### config.mk
export PLATFORM = sky130hd
export DESIGN_NAME = pwr_state_ctrl
export DESIGN_NICKNAME = d
export VERILOG_FILES = /design/src/rtl/pwr_state_pkg.sv /design/src/rtl/psc_sync.sv /design/src/rtl/psc_fsm.sv /design/src/rtl/psc_outdec.sv /design/src/rtl/pwr_state_ctrl.sv
export SDC_FILE = /design/constraint.sdc
export NUM_CORES = 1
export LEC_CHECK = 0
export CAP_MARGIN = 0
export CORE_MARGIN = 4
export CORE_UTILIZATION = 30
export DETAILED_ROUTE_END_ITERATION = 10
export DONT_BUFFER_PORTS = 1
export PLACE_DENSITY = 0.49
export SYNTH_ARGS = -nofsm -noshare
export SYNTH_HDL_FRONTEND = slang
export SYNTH_HIERARCHICAL = 1
export SYNTH_SLANG_ARGS = --single-unit
### constraint.sdc
create_clock -name clk -period 1.4 [get_ports clk]
set_input_delay 0.14 -clock clk [delete_from_list [all_inputs] [get_ports clk]]
set_output_delay 0.14 -clock clk [all_outputs]
set_load 0.03 [all_outputs]
### src/rtl/pwr_state_pkg.sv
package pwr_state_pkg;
   typedef enum logic [1:0] {
      PS_RUN   = 2'd0,
      PS_GRANT = 2'd1,
      PS_DOZE  = 2'd2
   } psc_state_e;
endpackage

### src/rtl/psc_sync.sv
module psc_sync #(
   parameter int  STAGES  = 2,
   parameter bit  RST_VAL = 1'b1
) (
   input  logic clk,
   input  logic rst_n,
   input  logic async_i,
   output logic sync_o
);
   generate
      if (STAGES < 2) begin : g_bad_stages
         $error("psc_sync: STAGES must be at least 2");
      end
   endgenerate

   logic [STAGES-1:0] chain_q;

   generate
      for (genvar s = 0; s < STAGES; s++) begin : g_stage
         if (s == 0) begin : g_first
            always_ff @(posedge clk or negedge rst_n) begin
               if (!rst_n) chain_q[0] <= RST_VAL;
               else        chain_q[0] <= async_i;
            end
         end else begin : g_next
            always_ff @(posedge clk or negedge rst_n) begin
               if (!rst_n) chain_q[s] <= RST_VAL;
               else        chain_q[s] <= chain_q[s-1];
            end
         end
      end
   endgenerate

   assign sync_o = chain_q[STAGES-1];
endmodule

### src/rtl/psc_fsm.sv
module psc_fsm
   import pwr_state_pkg::*;
(
   input  logic       clk,
   input  logic       rst_n,
   input  logic       stop_req,
   input  logic       sleep_req,
   input  logic       irq_i,
   output psc_state_e state_o,
   output logic       ack_o,
   output logic       resume_o,
   output logic       pend_o
);
   psc_state_e state_q, state_d;
   logic       ack_d, resume_d, pend_q, pend_d;

   always_comb begin
      state_d  = state_q;
      ack_d    = 1'b0;
      resume_d = 1'b0;
      pend_d   = pend_q;
      unique case (state_q)
         PS_RUN: begin
            if (stop_req) begin
               state_d = PS_GRANT;
               ack_d   = 1'b1;
            end
         end
         PS_GRANT: begin
            if (!stop_req) begin
               state_d  = PS_RUN;
               resume_d = pend_q;
               pend_d   = 1'b0;
            end else begin
               pend_d = pend_q | irq_i;
               if (sleep_req) state_d = PS_DOZE;
            end
         end
         PS_DOZE: begin
            if (!sleep_req) state_d = PS_GRANT;
         end
         default: state_d = PS_RUN;
      endcase
   end

   always_ff @(posedge clk or negedge rst_n) begin
      if (!rst_n) begin
         state_q  <= PS_RUN;
         ack_o    <= 1'b0;
         resume_o <= 1'b0;
         pend_q   <= 1'b0;
      end else begin
         state_q  <= state_d;
         ack_o    <= ack_d;
         resume_o <= resume_d;
         pend_q   <= pend_d;
      end
   end

   assign state_o = state_q;
   assign pend_o  = pend_q;
endmodule

### src/rtl/psc_outdec.sv
module psc_outdec
   import pwr_state_pkg::*;
#(
   parameter int NUM_CORE_UNITS = 3
) (
   input  logic                      clk,
   input  logic                      rst_n,
   input  psc_state_e                state_i,
   output logic [NUM_CORE_UNITS-1:0] core_en_o,
   output logic                      bus_en_o,
   output logic                      intc_en_o,
   output logic                      pll_en_o,
   output logic                      snoop_o,
   output logic                      latch_o
);
   logic run_lvl, awake_lvl;

   assign run_lvl   = (state_i == PS_RUN);
   assign awake_lvl = (state_i != PS_DOZE);

   generate
      for (genvar u = 0; u < NUM_CORE_UNITS; u++) begin : g_core
         always_ff @(posedge clk or negedge rst_n) begin
            if (!rst_n) core_en_o[u] <= 1'b1;
            else        core_en_o[u] <= run_lvl;
         end
      end
   endgenerate

   always_ff @(posedge clk or negedge rst_n) begin
      if (!rst_n) begin
         bus_en_o  <= 1'b1;
         intc_en_o <= 1'b1;
         pll_en_o  <= 1'b1;
         snoop_o   <= 1'b1;
         latch_o   <= 1'b0;
      end else begin
         bus_en_o  <= awake_lvl;
         intc_en_o <= awake_lvl;
         pll_en_o  <= 1'b1;
         snoop_o   <= awake_lvl;
         latch_o   <= (state_i == PS_GRANT);
      end
   end
endmodule

### src/rtl/pwr_state_ctrl.sv
module pwr_state_ctrl
   import pwr_state_pkg::*;
#(
   parameter int NUM_CORE_UNITS = 3,
   parameter int SYNC_STAGES    = 2
) (
   input  logic                      clk,
   input  logic                      rst_n,
   input  logic                      stop_clk_n,
   input  logic                      sleep_n,
   input  logic                      irq_i,
   output logic [NUM_CORE_UNITS-1:0] core_clk_en,
   output logic                      bus_clk_en,
   output logic                      intc_clk_en,
   output logic                      pll_clk_en,
   output logic                      sg_ack_req,
   output logic                      snoop_en,
   output logic                      irq_latch_en,
   output logic                      resume_svc,
   output logic                      irq_pending
);
   generate
      if (NUM_CORE_UNITS < 1) begin : g_bad_units
         $error("pwr_state_ctrl: NUM_CORE_UNITS must be at least 1");
      end
   endgenerate

   logic       stop_sync_n, sleep_sync_n;
   psc_state_e cur_state;

   psc_sync #(.STAGES(SYNC_STAGES), .RST_VAL(1'b1)) u_sync_stop (
      .clk(clk), .rst_n(rst_n), .async_i(stop_clk_n), .sync_o(stop_sync_n));

   psc_sync #(.STAGES(SYNC_STAGES), .RST_VAL(1'b1)) u_sync_sleep (
      .clk(clk), .rst_n(rst_n), .async_i(sleep_n), .sync_o(sleep_sync_n));

   psc_fsm u_fsm (
      .clk(clk), .rst_n(rst_n),
      .stop_req(!stop_sync_n), .sleep_req(!sleep_sync_n), .irq_i(irq_i),
      .state_o(cur_state), .ack_o(sg_ack_req), .resume_o(resume_svc),
      .pend_o(irq_pending));

   psc_outdec #(.NUM_CORE_UNITS(NUM_CORE_UNITS)) u_outdec (
      .clk(clk), .rst_n(rst_n), .state_i(cur_state),
      .core_en_o(core_clk_en), .bus_en_o(bus_clk_en), .intc_en_o(intc_clk_en),
      .pll_en_o(pll_clk_en), .snoop_o(snoop_en), .latch_o(irq_latch_en));
endmodule

**After elaboration in Yosys (flattened, before gate mapping)**

Cells that the tools add are included.

- Word-level logic and storage cells: 30
- Register bits: 12
- Input port bits: 5

- Eq/ne operators: 6
- Reductions and logical operators: 2
- Bitwise logic cells: 1
- Multiplexer cells: 10

Operator list:

| cell | count |
|---|---|
| $mux 2 | 4 |
| $ne 2x2->1 const B | 3 |
| $pmux 2 s3 | 1 |
| $mux 1 | 5 |
| $ne 3x3->1 const B | 1 |
| $reduce_and 3->1 | 1 |
| $eq 2x1->1 const B | 1 |
| $eq 2x2->1 const B | 1 |
| $logic_not 2->1 | 1 |
| $or 1x1->1 | 1 |

**Longest topological paths before layout**

- Depth in word-level cells: 3
- Depth in mapped cells: 3
- Mapped depth without buffers: 3

**By module**

Netlist, hierarchy kept.

By module, submodules not included:

| module | cells each | area each (um2) | sequential area each (um2) | instances |
|---|---|---|---|---|
| psc_fsm | 16 | 209.0 | 125.1 | 1 |
| psc_outdec | 12 | 137.6 | 77.6 | 1 |
| psc_sync | 2 | 52.6 | 52.6 | 2 |
| pwr_state_ctrl | 2 | 7.5 | 0.0 | 1 |

**Least setup slack after synthesis**

No wires, ideal clock.

- Path kind: reg-to-reg
- Start point: reg u_sync_stop.chain_q[1], in the netlist u_sync_stop/sync_o
- End point: reg u_fsm.pend_q, in the netlist u_fsm/pend_o
- Clock period less this slack: 1006 ps
- Data required time: 1274 ps
- Library setup time: 126 ps
- Setup slack: 394 ps
- Stages on the path, launching flop included: 3
- Data arrival time: 880 ps
- Cell sequence: dfstp_2 > inv_1 > o32a_1

- Word-level cells in the longest chain between the ends: 1

RTL lines:

| element | line | source |
|---|---|---|
| start, declared | psc_sync.sv:16 | `logic [STAGES-1:0] chain_q;` |
| start signal, assigned by index | psc_sync.sv:28 | `else chain_q[s] <= chain_q[s-1];` |
| $mux 1 | psc_fsm.sv:30 | `if (!stop_req) begin` |
| end signal, assigned | psc_fsm.sv:56 | `pend_q <= pend_d;` |
| end, declared | psc_fsm.sv:15 | `logic ack_d, resume_d, pend_q, pend_d;` |

Every way passes these cells.
A chain may end at the register's enable or synchronous reset.

**Final worst setup path**

- Start point: reg u_outdec.core_en_o[2]
- End point: out core_clk_en[2]

RTL lines:

| element | line | source |
|---|---|---|
| start, declared | psc_outdec.sv:9 | `output logic [NUM_CORE_UNITS-1:0] core_en_o,` |
| start signal, assigned by index | psc_outdec.sv:25 | `else core_en_o[u] <= run_lvl;` |
| end, declared | pwr_state_ctrl.sv:12 | `output logic [NUM_CORE_UNITS-1:0] core_clk_en,` |

No word-level cell between the ends.

==> flow_summary.yaml <==
outcome:
  status: "finished, final reports clean"
setup_path:
  crit_start: "u_outdec/core_en_o[2]"
  start_kind: "flip-flop"
  crit_path_end_kind: "primary output"
  reg2reg_depth: 2
  reg2reg_to: "u_fsm/pend_o"
  critPathMaxFanout: 3
  r2r_slack_ps: 350
  cp.arrival_ps: 1090
  critical_path_required_ps: 1260
  critical_path_class: "reg -> out"
  r2r_start: "u_sync_stop/sync_o"
final_layout:
  final_cell_count_no_fill: 51
  syn_to_final_growth_pct: 10.4
  fin_area_um2: 507
  num-nets-final: 42
  antenna_cells: 0
  drive_gt1_share_pct: 41.7
timing:
  final_max_slew_viol_count: 0
  setup_violations: 0
  worstMarginPinSlew_ps: 498
  min_period_ps: 1230
  max_freq_ghz: 0.815
  post-route-period-util_pct: 87.6
  hold_viol: 0
  rsz0062_at_grt: "no"
  tns_ps: 0
  slew_headroom_pct: 66.7
  clock_skew_ps: 3.78
clock_network:
  ctsHoldBuffers: 3
  h-tree-depth: 1
  numCtsBuffers: 3
  clkSlewWorstSetupHoldPaths_ps: 70
  clock_latency_ps: 270
  cts.sink_count: 12
  post_cts_buffers: 0
  cts_max_path_buffers: 2
  cts_tree: "yes"
  cts_resized: 0
  cts-root-buf: "clkbuf_4"
placed_design:
  placed_cells_incl_taps: 44
  place_area_um2: 440
  io_buffers: 0
  dpl.hpwl_um: 442
  gp_congestion: 0.652
logic_synthesis:
  ys_ff_latch: 12
  yosysTopAreaCell: "dfstp_2"
  synth.distinct_cells: 16
  syn_area_um2: 459
  synthTopCellsByArea: "dfstp_2, dfrtp_1, buf_4"
  syn-num-nets: 39
  synth_warnings: 6
  async_flop_share_pct: 100
  seq_area_frac_synth_pct: 67.0
  synth-edff-count: 0
  synth_top_flop_cell: "dfstp_2"
  avgSynthCellArea_um2: 13.5
  synthTopCellsByCount: "dfrtp_1, dfstp_2, buf_4, nand2b_1"
  synthCells: 34
  synth_top_area_share_pct: 34.3
floorplan:
  die_height_um: 47.1
  fp.coreArea_um2: 1370
  rows: 13
  io_pins: 16
  die_w_um: 47.1
  die_area_um2: 2220
  start_util_pct: 33.6
job:
  cap_violations: 0
route:
  vias_per_cell: 4.63
  wl_per_cell_um: 11.4
  via_count: 236
  wl_um: 583
  drtPass1Iterations: 1
  ant_nets: 0
  drt_iter0_markers: 0
  post-route-drc-count: 0
global_route:
  grt_max_degree: 13
  grt_pass1_wl_um: 903
  use_met2_pct: 9.49
  grt_antenna_before_repair: 0
  grt_use_total_pct: 6.91
  met1_usage_pct: 5.67
  grt_busiest_layer: "met2"
  grt_overflow: 0
  met3_usage_pct: 6.51
  grt_pass1_vias: 218
min_path:
  hold_depth: 2
  holdPathEnd: "u_fsm/pend_o"
  hp-class: "in -> reg"
  min-delay-start: "irq_i"
power:
  p_per_area_nw_per_um2: 1610
  ir_worst_vdd_v: 0.000582
  leakage_uw: 0.000222
-- kinds of logic (layout without fill, tap and decap cells) --
group	Yosys count	count (layout)	synth area share, %
buf+inv	8	10	10.6
flops	12	12	67.0
simple gates	10	10	16.4
compound gates	3	3	5.18
other cells	1	1	0.817
-- how the worst max path moves through the flow --
stage	to	slack, ps	depth (start not counted)
floorplan	u_fsm/pend_o	390	2
global placement	u_fsm/pend_o	380	2
detailed placement	u_fsm/pend_o	350	2
CTS	core_clk_en[2]	160	0
global route	core_clk_en[2]	140	0
finish	core_clk_en[2]	170	0
-- power breakdown --
group          switching, uW  internal (uW)  total, uW
Clock                    106            158        264
Combinational           25.6           32.2       57.8
Sequential               102            391        492
Total                    233            581        814
-- final cells by class --
class	count	area, um2
sequential	12	308
tap	15	18.8
fill	140	860
timing repair buffer	3	30.0
multi-input combinational	14	103
inverter	3	11.3
clock buffer	4	36.3
-- registers in the layout, summed over array words and instances, names as in the netlist --
register / flops
u_outdec/core_en_o: 1
u_fsm/state_o: 2
u_sync_sleep/chain_q: 1
u_outdec/latch_o: 1
u_sync_stop/sync_o: 1
u_fsm/ack_o: 1
u_sync_stop/chain_q: 1
u_fsm/resume_o: 1
u_fsm/pend_o: 1
u_outdec/snoop_o: 1
u_sync_sleep/sync_o: 1
-- per-stage QoR --
stage / utilization [%] / setup WS, ps / hold WS (ps) / total power [uW]
global route: 37.1 / 138 / 183 / 856
global placement: 32.2 / 385 / -155 / 543
floorplan: - / 394 / -156 / 552
detailed placement: 32.2 / 346 / -155 / 547
finish: 37.1 / 173 / 183 / 814
CTS: 37.1 / 162 / 177 / 828
-- placed cells by master (no fill, tap or decap) --
cell type / count
o22ai_1: 1
o32a_1: 1
inv_2: 1
nand3b_1: 1
dfstp_2: 6
a21boi_0: 1
clkbuf_8: 1
dfrtp_1: 6
and3b_2: 1
clkbuf_4: 3
dlygate4sd3_1: 3
and2_2: 1
nor2_1: 2
nor2b_2: 1
nand2b_1: 3
inv_1: 2
nor4b_2: 1
conb_1: 1
-- routing by layer --
| layer | wire length [um] | up-vias |
|---|---|---|
| met5 | 0 | - |
| met4 | 19 | 0 |
| met3 | 85 | 4 |
| met2 | 268 | 12 |
| met1 | 209 | 111 |
| li1 | - | 109 |
Power figures use the tool's default switching activity.
